**src/rtl/xcvr_pkg.sv**
```systemverilog
package xcvr_pkg;
  localparam int unsigned NUM_DIR = 2;
  localparam int unsigned DIR_AB  = 0;
  localparam int unsigned DIR_BA  = 1;

  typedef struct packed {
    logic ce_n;
    logic le_n;
    logic oe_n;
  } dir_ctrl_t;
endpackage

```
**src/rtl/xcvr_store.sv**
```systemverilog
module xcvr_store #(
  parameter int unsigned W = 8
) (
  input  logic         clk_i,
  input  logic         rst_ni,
  input  logic         ce_ni,
  input  logic         le_ni,
  input  logic [W-1:0] d_i,
  output logic [W-1:0] q_o
);
  logic open_q;
  assign open_q = ~ce_ni & ~le_ni;

  // transparent phase reloads each clock; closing keeps last open sample
  always_ff @(posedge clk_i or negedge rst_ni) begin
    if (!rst_ni)     q_o <= '0;
    else if (open_q) q_o <= d_i;
  end
endmodule

```
**src/rtl/xcvr_drive.sv**
```systemverilog
module xcvr_drive #(
  parameter int unsigned W      = 8,
  parameter bit          INVERT = 1'b1
) (
  input  logic         rst_ni,
  input  logic         ce_ni,
  input  logic         oe_ni,
  input  logic [W-1:0] q_i,
  output logic [W-1:0] y_o,
  output logic         en_o
);
  generate
    if (INVERT) begin : g_inv
      assign y_o = ~q_i;
    end else begin : g_buf
      assign y_o = q_i;
    end
  endgenerate

  assign en_o = rst_ni & ~ce_ni & ~oe_ni;
endmodule

```
**src/rtl/xcvr_path.sv**
```systemverilog
module xcvr_path
  import xcvr_pkg::*;
#(
  parameter int unsigned W = 8
) (
  input  logic         clk_i,
  input  logic         rst_ni,
  input  dir_ctrl_t    ctrl_i,
  input  logic [W-1:0] src_i,
  output logic [W-1:0] dst_o,
  output logic         dst_en_o
);
  logic [W-1:0] held;

  xcvr_store #(.W(W)) u_store (
    .clk_i (clk_i),
    .rst_ni(rst_ni),
    .ce_ni (ctrl_i.ce_n),
    .le_ni (ctrl_i.le_n),
    .d_i   (src_i),
    .q_o   (held)
  );

  xcvr_drive #(.W(W), .INVERT(1'b1)) u_drive (
    .rst_ni(rst_ni),
    .ce_ni (ctrl_i.ce_n),
    .oe_ni (ctrl_i.oe_n),
    .q_i   (held),
    .y_o   (dst_o),
    .en_o  (dst_en_o)
  );
endmodule

```
**src/rtl/xcvr_latched_inv.sv**
```systemverilog
module xcvr_latched_inv
  import xcvr_pkg::*;
#(
  parameter int unsigned W = 8
) (
  input  logic         clk_i,
  input  logic         rst_ni,
  input  logic [W-1:0] a_i,
  output logic [W-1:0] a_o,
  output logic         a_oe_o,
  input  logic [W-1:0] b_i,
  output logic [W-1:0] b_o,
  output logic         b_oe_o,
  input  logic         ab_ce_ni,
  input  logic         ab_le_ni,
  input  logic         ab_oe_ni,
  input  logic         ba_ce_ni,
  input  logic         ba_le_ni,
  input  logic         ba_oe_ni
);
  dir_ctrl_t    ctrl [NUM_DIR];
  logic [W-1:0] src  [NUM_DIR];
  logic [W-1:0] dst  [NUM_DIR];
  logic         den  [NUM_DIR];

  assign ctrl[DIR_AB] = '{ce_n: ab_ce_ni, le_n: ab_le_ni, oe_n: ab_oe_ni};
  assign ctrl[DIR_BA] = '{ce_n: ba_ce_ni, le_n: ba_le_ni, oe_n: ba_oe_ni};
  assign src[DIR_AB]  = a_i;
  assign src[DIR_BA]  = b_i;

  generate
    for (genvar d = 0; d < NUM_DIR; d++) begin : g_dir
      xcvr_path #(.W(W)) u_path (
        .clk_i   (clk_i),
        .rst_ni  (rst_ni),
        .ctrl_i  (ctrl[d]),
        .src_i   (src[d]),
        .dst_o   (dst[d]),
        .dst_en_o(den[d])
      );
    end
  endgenerate

  assign b_o    = dst[DIR_AB];
  assign b_oe_o = den[DIR_AB];
  assign a_o    = dst[DIR_BA];
  assign a_oe_o = den[DIR_BA];
endmodule

```
**config.mk**
```make
export PLATFORM = sky130hd
export DESIGN_NAME = xcvr_latched_inv
export DESIGN_NICKNAME = d
export VERILOG_FILES = /design/src/rtl/xcvr_pkg.sv /design/src/rtl/xcvr_store.sv /design/src/rtl/xcvr_drive.sv /design/src/rtl/xcvr_path.sv /design/src/rtl/xcvr_latched_inv.sv
export SDC_FILE = /design/constraint.sdc
export NUM_CORES = 1
export LEC_CHECK = 0
export BUFFER_PORTS_ARGS = -buffer_cell sky130_fd_sc_hd__clkbuf_2
export CORE_MARGIN = 4
export CORE_UTILIZATION = 43
export CTS_BUF_LIST = sky130_fd_sc_hd__clkbuf_8
export CTS_CLUSTER_DIAMETER = 200
export DETAILED_ROUTE_END_ITERATION = 10
export PLACE_DENSITY = 0.8
export SKIP_CTS_REPAIR_TIMING = 1
export SLEW_MARGIN = 20
export SYNTH_ARGS = -nofsm -noshare
export SYNTH_HDL_FRONTEND = slang
export SYNTH_SLANG_ARGS = --single-unit
export TNS_END_PERCENT = 100
```
**constraint.sdc**
```tcl
create_clock -name clk_i -period 1 [get_ports clk_i]
set_clock_uncertainty 0.1 [all_clocks]
set_input_delay 0.2 -clock clk_i [delete_from_list [all_inputs] [get_ports clk_i]]
set_output_delay 0.2 -clock clk_i [all_outputs]
set_load 0.03 [all_outputs]
```
=== Yosys cells after proc, flatten, opt, wreduce, memory -nomap -nowiden ===
Cells that the tools add are included.

* Bitwise operators: 14

{| class="wikitable"
|+ Operators by type and width
! operator !! count
|-
| 8-bit NOT || 2
|-
| 1-bit AND || 6
|-
| 1-bit NOT || 6
|}

* Register bits: 16
* Bits of input ports: 24
* Output and inout port bits: 18
* Word-level logic and storage cells: 16

=== Longest topological paths before layout ===
* Depth in word-level cells: 3
* Mapped depth: 2

=== Hierarchy ===
A second synthesis with hierarchy kept.

* Cells, all modules: 52
* Area, all modules: 688.2 µm²

{| class="wikitable"
|+ Modules (own cells, without submodules)
! module !! seq. area each (µm²) !! area an instance (µm²) !! instances !! cells an instance
|-
| xcvr_store || 200.2 || 301.5 || 2 || 17
|-
| xcvr_drive || 0.0 || 42.5 || 2 || 9
|}

=== Worst setup path before layout ===
No wires, ideal clock.

* Path type: in2out
* Start point: input port ba_ce_ni
* End point: output port a_oe_o
* Arrival: 0.936 ns
* Stages: 1
* Setup slack: -0.236 ns
* Path buffers: 0
* Path through: nor3b_1

* Cells in the longest elaborated chain, start to end: 3

{| class="wikitable"
|+ RTL lines
! element !! line !! RTL
|-
| start, declared || xcvr_latched_inv.sv:17 || <nowiki>input logic ba_ce_ni,</nowiki>
|-
| 1-bit NOT || xcvr_drive.sv:20 || <nowiki>assign en_o = rst_ni & ~ce_ni & ~oe_ni;</nowiki>
|-
| 1-bit AND (2 in series) || xcvr_drive.sv:20 ||
|-
| end, declared || xcvr_latched_inv.sv:10 || <nowiki>output logic a_oe_o,</nowiki>
|}

Every way passes these cells.

=== Final worst setup path ===
* Start point: register g_dir[1].u_path.u_store.q_o[1]
* End point: output port a_o[1]

* Cells in the longest elaborated chain, start to end: 1

{| class="wikitable"
|+ RTL lines
! element !! line !! RTL
|-
| start, declared || xcvr_store.sv:9 || <nowiki>output logic [W-1:0] q_o</nowiki>
|-
| start signal, assigned || xcvr_store.sv:17 || <nowiki>else if (open_q) q_o <= d_i;</nowiki>
|-
| 8-bit NOT || xcvr_drive.sv:14 || <nowiki>assign y_o = ~q_i;</nowiki>
|-
| end, declared || xcvr_latched_inv.sv:9 || <nowiki>output logic [W-1:0] a_o,</nowiki>
|}

Every way passes these cells.

==> key figures <==
CTS
  • CTS Sinks: 16
  • Skew-Pair Late Insertion Delay: 0.24 ns
  • Clk pin slew, worst setup/hold paths: 0.06 ns
  • CTS buffer count: 3
  • Longest Clk Path Bufs: 2
  • TritonCTS clock tree: yes
  • Htree depth: 1
  • Root Buffer: clkbuf_8

Critical path
  • Worst endpoint required time: 0.70 ns
  • Crit path launch type: flop
  • Buf/Inv on CP: 2
  • R2R cell count: 2
  • Worst EP arrival: 0.84 ns
  • Setup Crit Path Kind: reg -> out
  • Delay-heaviest family, CP: flip-flops
  • Crit path cell chain: inv_1 -> buf_6
  • Worst path slowest cell: dfrtp_1
  • Worst stage delay on the critical path: 0.38 ns
  • Worst Path Max Fanout: 2
  • R2R Path Start: g_dir[1].u_path.u_store.q_o[1]
  • RR Endpoint: g_dir[1].u_path.u_store.q_o[1]
  • Critical Path End Type: output pin
  • Register-to-register setup slack: 0 ns

GRT
  • Routing usage on met1: 11.03%
  • First-pass GRT wire length: 1959 µm
  • Gr usage total: 12.64%
  • Largest net degree at the start of global routing: 10
  • Met2 Resource Use GR: 26.91%
  • Number of global-route vias before repair: 476
  • Initial antenna violation count: 0
  • Grt ovf: 0
  • Met3 Usage GRT: 1.128%
  • Gr busiest metal: met2

Min path
  • Hold Startpoint: a_i[6]
  • Hold Path Class: in -> reg
  • Hold depth: 2
  • Worst Hold Endpoint: g_dir[0].u_path.u_store.q_o[6]

Flow run
  • Max Cap Viol: 0

Routing
  • Routed wire length: 1567 µm
  • Via-to-Cell Ratio: 4.607
  • DRC: 0
  • DRT Pass-1 Iters: 2
  • Starting DRC count in detailed routing: 4
  • Vias: 539
  • Final ANT Viol Nets: 0
  • DR WL/cell: 13.39 µm

Logic synthesis
  • Avg Cell Area, Syn: 13.04 µm²
  • Count of different cell masters after synthesis: 5
  • Synth Cell Area: 678.2 µm²
  • Post-Syn Instances: 52
  • Synth Register Bits: 16
  • Post-Syn Nets: 76
  • Sequential share of the synthesized area: 59.04%
  • Synth warn: 0

Placed design
  • Final Wtd Congestion: 0.6657
  • Hpwl dp: 1231 µm
  • Place WS: -0.1664 ns
  • Buffers added on ports: 41
  • Placed Instances: 111

Timing
  • Final Hold Fails: 0
  • Final Cycle Share: 113.5%
  • Fmax: 880.8 MHz
  • Worst Max-Slew Pin Slew: 0.2518 ns
  • Worst setup margin: -0.1354 ns
  • Setup Viol. Count Final: 17
  • RSZ-0062 raised after global routing: yes
  • Final Max Slew Viols: 0
  • Min Tclk post-route: 1.135 ns
  • Max_slew headroom: 83.17%
  • Hold WS: 0.08833 ns

Floorplanning
  • Die Y: 47.71 µm
  • Row cnt: 14
  • Starting Density: 45.02%
  • Num ports: 42
  • Die W: 47.71 µm
  • Core Footprint: 1506 µm²
  • Die area: 2276 µm²

Cells and area
  • Ant diodes: 0
  • Fill count: 101
  • FF+latch area: 400.4 µm²
  • Largest regs: g_dir.u_path.u_store.q_o: 16 flops
  • Max reg flops: 16
  • Fin nets: 126
  • Most flop-heavy register: g_dir.u_path.u_store.q_o
  • Multi-input gate area in the final layout: 227.7 µm²
  • Synth-to-layout area growth: 63.10%
  • Layout Cells excl Fill: 117
  • Share of layout cells above drive strength 1: 71.29%
  • Final core utilization: 73.42%

Power and ir drop
  • Leak: 0.5885 nW
  • Pwr dens: 1841 nW/µm²
  • Peak VDD IR: 1.261 mV

Run status
  • Outcome: finished with violations
  • Failing checks: negative setup slack
-- cell type report --
type / instances / area share [%]
Clock buffer: 4 / 4.977
Inverter: 16 / 5.430
Multi-Input combinational cell: 20 / 20.59
Sequential cell: 16 / 36.20
Tap cell: 16 / 1.810
Timing Repair Buffer: 45 / 31.00
-- metal layers --
metal  part of all wire (%)  vias to the layer above
li1                       -                      256
met1                     30                      267
met2                     64                       14
met3                    4.3                        2
met4                    1.3                        0
met5                      0                        -
-- power by group --
group | total [mW] | leakage (nW) | switching, mW | internal [mW]
Sequential | 0.796 | 0.188 | 0.0518 | 0.744
Combinational | 0.692 | 0.372 | 0.361 | 0.331
Clock | 0.549 | 0.0288 | 0.201 | 0.348
-- worst reg2reg max path, stage by stage, from the launching register on --
cell and delay [ns]:
dfrtp_1 0.38, buf_4 0.14, mux2_2 0.26
-- Yosys cell counts --
| cell | n | area [µm²] |
|---|---|---|
| mux2_2 | 16 | 180.2 |
| nor3b_1 | 2 | 15.01 |
| dfrtp_1 | 16 | 400.4 |
| inv_1 | 16 | 60.06 |
| nor2_4 | 2 | 22.52 |
-- placed cells by master (no fill, tap or decap), drive strengths merged --
cell / netlist / layout
buf: 0 / 21
clkbuf: 0 / 27
dfrtp: 16 / 16
dlygate4sd3: 0 / 1
inv: 16 / 16
mux2: 16 / 16
nor2: 2 / 2
nor3b: 2 / 2
-- worst max-delay path by stage --
stage	to	cells after the start	start	slack, ns
6_report	a_o[1]	2	g_dir[1].u_path.u_store.q_o[1]	-0.14
5_1_grt	a_o[5]	2	g_dir[1].u_path.u_store.q_o[5]	-0.17
4_1_cts	a_o[5]	2	g_dir[1].u_path.u_store.q_o[5]	-0.19
3_5_place_dp	g_dir[1].u_path.u_store.q_o[5]	3	ba_ce_ni	-0.17
3_3_place_gp	g_dir[0].u_path.u_store.q_o[0]	3	ab_ce_ni	-0.13
2_1_floorplan	a_oe_o	1	ba_ce_ni	0.05
-- metrics by stage --
| stage | TNS, ns | cell area (µm²) | power [mW] |
|---|---|---|---|
| floorplan | 0 | 688.2 | 1.144 |
| global placement | -2.004 | 928.4 | 1.321 |
| detailed placement | -2.406 | 928.4 | 1.345 |
| CTS | -2.744 | 983.4 | 1.902 |
| global route | -2.269 | 1106 | 2.129 |
| finish | -1.747 | 1106 | 2.037 |
-- kinds of logic after synthesis --
logic type	count (synthesis)	share of synthesized area, %
DFF	16	59.04
buffers and inverters	16	8.856
muxes	16	26.57
and+or+nand+nor	4	5.534
No activity file was read; power rests on OpenSTA's default activity.
